==> src/rtl/mbm_pkg.sv <==
package mbm_pkg;
    localparam int REG_AW  = 6;
    localparam int NUM_CH  = 4;
    localparam int NUM_CNT = NUM_CH + 2;
    localparam int PORT_W  = 5;
    localparam int SUB_W   = 4;
    localparam int SUB_N   = 1 << SUB_W;

    localparam logic [REG_AW-1:0] A_CTRL = 6'h20;
    localparam logic [REG_AW-1:0] A_REQ  = 6'h29;
    localparam logic [REG_AW-1:0] A_WIN  = 6'h2f;

    localparam int B_EN    = 31;
    localparam int B_FLAG  = 30;
    localparam int B_TIMED = 20;
    localparam int B_DEV   = 23;

    typedef struct packed {
        logic              en;
        logic              timed;
        logic [NUM_CH-1:0] ch_en;
    } mon_ctrl_t;

    typedef struct packed {
        logic [31:0]      port_mask;
        logic [SUB_N-1:0] sub_mask;
    } chan_filt_t;

    function automatic logic [REG_AW-1:0] cnt_addr(int idx);
        return REG_AW'(int'(A_REQ) + idx);
    endfunction

    function automatic logic [REG_AW-1:0] port_addr(int ch);
        return REG_AW'(int'(A_CTRL) + 1 + 2 * ch);
    endfunction

    function automatic logic [REG_AW-1:0] sub_addr(int ch);
        return REG_AW'(int'(A_CTRL) + 2 + 2 * ch);
    endfunction

    function automatic logic filt_hit(chan_filt_t f, logic [PORT_W-1:0] port,
                                      logic [SUB_W-1:0] sub, logic [PORT_W-1:0] dev);
        if (f.port_mask[B_DEV])
            return (port == dev) && f.sub_mask[sub];
        return f.port_mask[port] && f.sub_mask[sub];
    endfunction
endpackage

==> src/rtl/mbm_sat_counter.sv <==
module mbm_sat_counter #(
    parameter int W = 32
) (
    input  logic         clk,
    input  logic         rst,
    input  logic         clr,
    input  logic         inc,
    input  logic         roll,
    output logic [W-1:0] live,
    output logic [W-1:0] held
);
    localparam logic [W-1:0] TOP = '1;

    logic [W-1:0] bumped;
    assign bumped = (inc && live != TOP) ? live + W'(1) : live;

    always_ff @(posedge clk) begin
        if (rst || clr) begin
            live <= '0;
            held <= '0;
        end else if (roll) begin
            held <= bumped;
            live <= '0;
        end else begin
            live <= bumped;
        end
    end

    // a full counter stays full
    p_saturate_r7: assert property (@(posedge clk) disable iff (rst)
        (live == TOP && !clr && !roll) |=> (live == TOP));

    // window end restarts the live count
    p_roll_restart_r8: assert property (@(posedge clk) disable iff (rst)
        (roll && !clr) |=> (live == '0));

    // a clear empties both copies
    p_clear_r12: assert property (@(posedge clk) disable iff (rst)
        clr |=> (live == '0 && held == '0));
endmodule

==> src/rtl/mbm_window_timer.sv <==
module mbm_window_timer #(
    parameter int LEN_W = 32
) (
    input  logic             clk,
    input  logic             rst,
    input  logic             run,
    input  logic             ld,
    input  logic [LEN_W-1:0] len,
    output logic             expire
);
    logic [LEN_W-1:0] cnt;

    assign expire = run && !ld && (len != '0) && (cnt == len - LEN_W'(1));

    always_ff @(posedge clk) begin
        if (rst || ld || !run || len == '0 || expire)
            cnt <= '0;
        else
            cnt <= cnt + LEN_W'(1);
    end

    // the cycle count never passes the programmed window
    p_cnt_in_window_r8: assert property (@(posedge clk) disable iff (rst)
        (len != '0) |-> (cnt < len));

    // a stopped or zero-length timer sits at zero
    p_idle_zero_r9: assert property (@(posedge clk) disable iff (rst)
        (len == '0 && !ld) |=> (cnt == '0));
endmodule

==> src/rtl/mbm_regs.sv <==
module mbm_regs
    import mbm_pkg::*;
(
    input  logic                   clk,
    input  logic                   rst,
    input  logic                   we,
    input  logic [REG_AW-1:0]      addr,
    input  logic [31:0]            wdata,
    input  logic                   expire,
    output mon_ctrl_t              ctrl,
    output chan_filt_t             filt [NUM_CH],
    output logic [31:0]            win_len,
    output logic                   win_ld,
    output logic [NUM_CNT-1:0]     cnt_clr,
    output logic                   flag
);
    logic ctrl_wr, flag_clr;

    assign ctrl_wr  = we && (addr == A_CTRL);
    assign flag_clr = ctrl_wr && wdata[B_FLAG];
    assign win_ld   = we && (addr == A_WIN);

    always_ff @(posedge clk) begin
        if (rst) begin
            ctrl    <= '0;
            win_len <= '0;
            flag    <= 1'b0;
        end else begin
            if (ctrl_wr)
                ctrl <= '{en: wdata[B_EN], timed: wdata[B_TIMED], ch_en: wdata[NUM_CH-1:0]};
            if (win_ld)
                win_len <= wdata;
            if (expire)
                flag <= 1'b1;
            else if (flag_clr)
                flag <= 1'b0;
        end
    end

    for (genvar k = 0; k < NUM_CH; k++) begin : g_filt
        always_ff @(posedge clk) begin
            if (rst) begin
                filt[k] <= '0;
            end else begin
                if (we && addr == port_addr(k))
                    filt[k].port_mask <= wdata;
                if (we && addr == sub_addr(k))
                    filt[k].sub_mask <= wdata[SUB_N-1:0];
            end
        end
    end

    for (genvar i = 0; i < NUM_CNT; i++) begin : g_clr
        assign cnt_clr[i] = we && (addr == cnt_addr(i));
    end

    // window end raises the flag
    p_flag_set_r10: assert property (@(posedge clk) disable iff (rst)
        expire |=> flag);

    // flag holds until a clearing write
    p_flag_hold_r10: assert property (@(posedge clk) disable iff (rst)
        (flag && !flag_clr) |=> flag);

    // expiry beats a simultaneous clear
    p_flag_collide_r11: assert property (@(posedge clk) disable iff (rst)
        (expire && flag_clr) |=> flag);
endmodule

==> src/rtl/mem_bw_monitor.sv <==
module mem_bw_monitor
    import mbm_pkg::*;
#(
    parameter int CNT_W    = 32,
    parameter int DEV_PORT = 7
) (
    input  logic        clk,
    input  logic        rst,
    input  logic        ev_req,
    input  logic        ev_gnt,
    input  logic [4:0]  ev_port,
    input  logic [3:0]  ev_sub,
    input  logic        reg_we,
    input  logic [5:0]  reg_addr,
    input  logic [31:0] reg_wdata,
    output logic [31:0] reg_rdata,
    output logic        irq
);
    localparam logic [PORT_W-1:0] DEV_ID = PORT_W'(DEV_PORT);

    mon_ctrl_t            ctrl;
    chan_filt_t           filt [NUM_CH];
    logic [31:0]          win_len;
    logic                 win_ld, expire, flag;
    logic [NUM_CNT-1:0]   cnt_clr, cnt_inc;
    logic [CNT_W-1:0]     live [NUM_CNT];
    logic [CNT_W-1:0]     held [NUM_CNT];
    logic [31:0]          view [NUM_CNT];

    mbm_regs u_regs (
        .clk(clk), .rst(rst), .we(reg_we), .addr(reg_addr), .wdata(reg_wdata),
        .expire(expire), .ctrl(ctrl), .filt(filt), .win_len(win_len),
        .win_ld(win_ld), .cnt_clr(cnt_clr), .flag(flag)
    );

    mbm_window_timer #(.LEN_W(32)) u_timer (
        .clk(clk), .rst(rst), .run(ctrl.en && ctrl.timed), .ld(win_ld),
        .len(win_len), .expire(expire)
    );

    assign cnt_inc[0] = ctrl.en && ev_req;
    assign cnt_inc[1] = ctrl.en && ev_gnt;

    for (genvar k = 0; k < NUM_CH; k++) begin : g_chan
        assign cnt_inc[2+k] = ctrl.en && ctrl.ch_en[k] && ev_gnt &&
                              filt_hit(filt[k], ev_port, ev_sub, DEV_ID);

        // a disabled channel keeps its count
        p_chan_idle_r6: assert property (@(posedge clk) disable iff (rst)
            (!ctrl.ch_en[k] && !cnt_clr[2+k] && !expire) |=> $stable(live[2+k]));
    end

    for (genvar i = 0; i < NUM_CNT; i++) begin : g_cnt
        mbm_sat_counter #(.W(CNT_W)) u_cnt (
            .clk(clk), .rst(rst), .clr(cnt_clr[i]), .inc(cnt_inc[i]),
            .roll(expire), .live(live[i]), .held(held[i])
        );
        assign view[i] = ctrl.timed ? 32'(held[i]) : 32'(live[i]);
    end

    always_comb begin
        reg_rdata = '0;
        if (reg_addr == A_CTRL)
            reg_rdata = {ctrl.en, flag, 9'b0, ctrl.timed, 16'b0, ctrl.ch_en};
        if (reg_addr == A_WIN)
            reg_rdata = win_len;
        for (int i = 0; i < NUM_CNT; i++)
            if (reg_addr == cnt_addr(i))
                reg_rdata = view[i];
        for (int k = 0; k < NUM_CH; k++) begin
            if (reg_addr == port_addr(k))
                reg_rdata = filt[k].port_mask;
            if (reg_addr == sub_addr(k))
                reg_rdata = 32'(filt[k].sub_mask);
        end
    end

    assign irq = flag;

    // nothing counts while the monitor is off
    p_gated_r2: assert property (@(posedge clk) disable iff (rst)
        (!ctrl.en && !cnt_clr[1] && !expire) |=> $stable(live[1]));
endmodule

==> config.mk <==
export PLATFORM = sky130hd
export DESIGN_NAME = mem_bw_monitor
export DESIGN_NICKNAME = d
export VERILOG_FILES = /design/src/rtl/mbm_pkg.sv /design/src/rtl/mbm_sat_counter.sv /design/src/rtl/mbm_window_timer.sv /design/src/rtl/mbm_regs.sv /design/src/rtl/mem_bw_monitor.sv
export SDC_FILE = /design/constraint.sdc
export NUM_CORES = 2
export LEC_CHECK = 0
export ABC_CLOCK_PERIOD_IN_PS = 7150
export BUFFER_PORTS_ARGS = -buffer_cell sky130_fd_sc_hd__buf_4
export CAP_MARGIN = 0
export CORE_ASPECT_RATIO = 0.75
export CORE_MARGIN = 2
export CORE_UTILIZATION = 45
export DETAILED_ROUTE_END_ITERATION = 7
export PLACE_DENSITY_LB_ADDON = 0.08
export SKIP_CTS_REPAIR_TIMING = 1
export SYNTH_ARGS = -nofsm -noshare
export SYNTH_HDL_FRONTEND = slang
export SYNTH_SLANG_ARGS = --single-unit
==> constraint.sdc <==
create_clock -name clk -period 7.15 [get_ports clk]
set_input_delay 0.715 -clock clk [delete_from_list [all_inputs] [get_ports clk]]
set_output_delay 0.715 -clock clk [all_outputs]
set_load 0.02 [all_outputs]
==> impl_metrics.yaml <==
logic_synthesis:
  synth-seq-cells: 647
  netlist_instances: 4157
  yosys.area.top_type: "dfxtp_1"
  synth.avg_cell_area_um2: 8.24
  seq_area_frac_synth_pct: 37.8
  synthArstFlopShare_pct: 0
  synth_area_mm2: 0.0342
  synth_edf_count: 0
  netlist.area_leader.share_pct: 37.8
  synth.area.top_cells: "dfxtp_1, nand2_1, mux2i_1, a21oi_1, and3_1"
  synth_top_flop_cell: "dfxtp_1"
  synth.distinct_cells: 77
  syn_nets: 4217
  yosysWarnings: 0
floorplan:
  design.core.area_mm2: 0.0752
  start_util_pct: 45.5
  io_pins: 85
  dieHeight_um: 243
  die_area_mm2: 0.0783
  die_x_um: 323
  rows: 87
pwr:
  p_int_mw: 5.73
  switching_power_mw: 1.86
  power_density_mw_per_mm2: 202
  vdd_ir_drop_max_mv: 0.160
  power.switching_fraction_pct: 24.5
  clkPwrFrac_pct: 47.6
  p_leak_nw: 13.6
  comb_power_share_pct: 4.7
  seqPwrFrac_pct: 47.7
  finalPower_mw: 7.59
setup_path:
  endpoint_kind: "output port"
  crit_fanout: 35
  crit_path_top_delay_cell: "a2111oi_0"
  slowest_delay_ns: 1.18
  cpMostUsedCell: "buf_4"
  r2r_setup_slack_ns: 2.18
  crit_type: "reg -> out"
  worstPathCellList: "buf_4 -> mux2i_1 -> nor2_1 -> a2111oi_0 -> o22ai_1 -> o21ai_0 -> a21oi_1 -> o22a_1 -> buf_4"
  cp-start-kind: "flip-flop"
  worst_ep_arrival_time_ns: 5.30
  critPathRequiredTime_ns: 6.43
timing:
  worst_pin_slew_ns: 1.40
  fmax_mhz: 166
  min_period_over_period_pct: 84.1
  fin_ws_ns: 1.14
  timing.slew.headroom_pct: 4.08
  fin_skew_ns: 0.0439
  fin_tns_setup_ns: 0
  period_minus_slack_ns: 6.01
  timing.hold.ws_ns: 0.423
  final-setup-viol-count: 0
  maxSlewViolCount: 0
  rsz0062_at_grt: "no"
  hold_violations: 0
cells_and_area:
  nNetsFinal: 4090
  drive_gt1_share_pct: 9.61
  layoutNonFillerInstCount: 5106
  finalInstanceArea_mm2: 0.0376
  syn2layout_area_growth_pct: 9.87
  utilization_pct: 50.0
cts:
  clock-sinks: 647
  ctsLongestPathBuffers: 3
  cts_tree: "done"
  cts_root_buffer: "clkbuf_16"
  cts_buffers: 70
  clkTransAtPathRegs_ns: 0.06
  h-tree-depth: 3
  worstSkewPairLatency_ns: 0.65
routing:
  antenna_left: 0
  via_count: 32100
  drt_iter0_drc: 4488
  drcViolationCount: 0
  first_pass_iters: 8
  wl_per_cell_um: 26.4
  wl_um: 135000
  vias_per_cell: 6.28
grt:
  gr-total-overflow: 0
  grt_pass1_wl_um: 198000
  grt_antenna_before_repair: 8
  grt_max_degree: 96
  grt_pass1_vias: 28700
  grt.total_usage_pct: 33.5
outcome:
  outcome: "finished, final reports clean"
worst_hold_path:
  hold_path_class: "in -> reg"
placement:
  place_hpwl_um: 97000
  gp_congestion: 1.05
  placedInstanceArea_mm2: 0.0354
  dp.cells: 4981
  dpl_worst_slack_ns: 2.11
  io_buffer_count: 84
run:
  maxCapViolations: 0
## Yosys cell counts (all sizes together), types with 13 or more instances
| library cell | number |
|---|---|
| a211oi | 84 |
| a21oi | 340 |
| nor2 | 118 |
| xor2 | 122 |
| dfxtp | 647 |
| a221oi | 30 |
| and4 | 30 |
| nor2b | 17 |
| a31oi | 45 |
| nand3 | 151 |
| o221ai | 23 |
| buf | 69 |
| mux2i | 279 |
| inv | 40 |
| nor4 | 51 |
| nand4 | 85 |
| xnor2 | 118 |
| mux2 | 44 |
| and3 | 177 |
| or4 | 13 |
| nand2 | 822 |
| o21ai | 93 |
| clkbuf | 285 |
| a222oi | 26 |
| or3 | 14 |
| a22oi | 13 |
| nor3 | 168 |
| o22ai | 28 |
| mux4 | 46 |
| and2 | 24 |
## kinds of logic after synthesis
family                     Yosys count  synth area share (%)
and+or+nand+nor                   1723                  24.1
AOI/OAI and AO/OA                  775                  14.3
DFF                                647                  37.8
buffers and inverters              395                  4.68
muxes                              369                  12.6
xor gates and xnor gates           240                  6.14
adders and majority gates            8                 0.292
## layout by cell type, fill, tap and decap left out, types with 40 or more instances in the layout
cell type	synthesis	routed
nand2_1	822	822
nor2_1	118	110
nor4_1	49	46
clkbuf_16	0	71
nand3_1	151	150
xor2_1	122	122
inv_1	40	40
a21oi_1	340	335
and3_1	177	177
xnor2_1	118	118
a31oi_1	45	45
o21ai_0	90	90
nand4_1	85	85
mux2i_1	279	279
nor3_1	165	162
mux2_2	44	44
buf_4	4	152
mux4_2	46	46
a211oi_1	84	84
dfxtp_1	647	646
## state kept, by name, indices dropped and copies added (netlist names)
name / cells
g_cnt.u_cnt.live: 192
u_regs.flag: 1
u_regs.ctrl: 6
u_timer.cnt: 32
g_cnt.u_cnt.held: 192
u_regs.filt: 192
u_regs.win_len: 32
## path summary, 6_finish.rpt
check | depth (start not counted) | startpoint | end
max reg2reg | 11 | u_regs.win_len[0] | g_cnt[4].u_cnt.live[4]
min | 3 | reg_wdata[31] | u_regs.filt[47]
min reg2reg | 2 | g_cnt[4].u_cnt.held[20] | g_cnt[4].u_cnt.held[20]
max | 9 | u_regs.ctrl[4] | reg_rdata[15]
## critical path: cells and delay by family, from the launching register on
kind                   cells  cell delay (ns)
DFF                        1             0.75
buffers and inverters      2             0.74
AOI/OAI and AO/OA          5             2.39
and+or+nand+nor            1             0.12
muxes                      1             0.61
## metal layers
metal / wire length [um] / global-route usage, % / up-vias / share of wire (%)
met4: 4180 / 9.94 / 6 / 3.1
met2: 52000 / 44.1 / 1723 / 39
li1: - / - / 14700 / -
met3: 16700 / 9.53 / 234 / 12
met5: 41 / 0 / - / 0.030
met1: 62000 / 51.7 / 15400 / 46
## cell type report
type	instances	area, um^2
clock inverters	19	181
multi-input cells	3115	19800
diodes	2	5.00
repair buffers	155	1180
fillers	7343	37600
well taps	1023	1280
inverters	41	154
clock buffers	104	2020
flip-flops and latches	647	13000
## power by group through the flow
| stage | clock [mW] | sequential [mW] | combinational (mW) |
|---|---|---|---|
| 2_1_floorplan | 0 | 3.69 | 0.192 |
| 3_3_place_gp | 0 | 3.70 | 0.341 |
| 3_5_place_dp | 0 | 3.70 | 0.340 |
| 4_1_cts | 3.65 | 3.62 | 0.340 |
| 5_1_grt | 3.79 | 3.62 | 0.363 |
| 6_report | 3.62 | 3.62 | 0.356 |
Power figures use the tool's default switching activity.
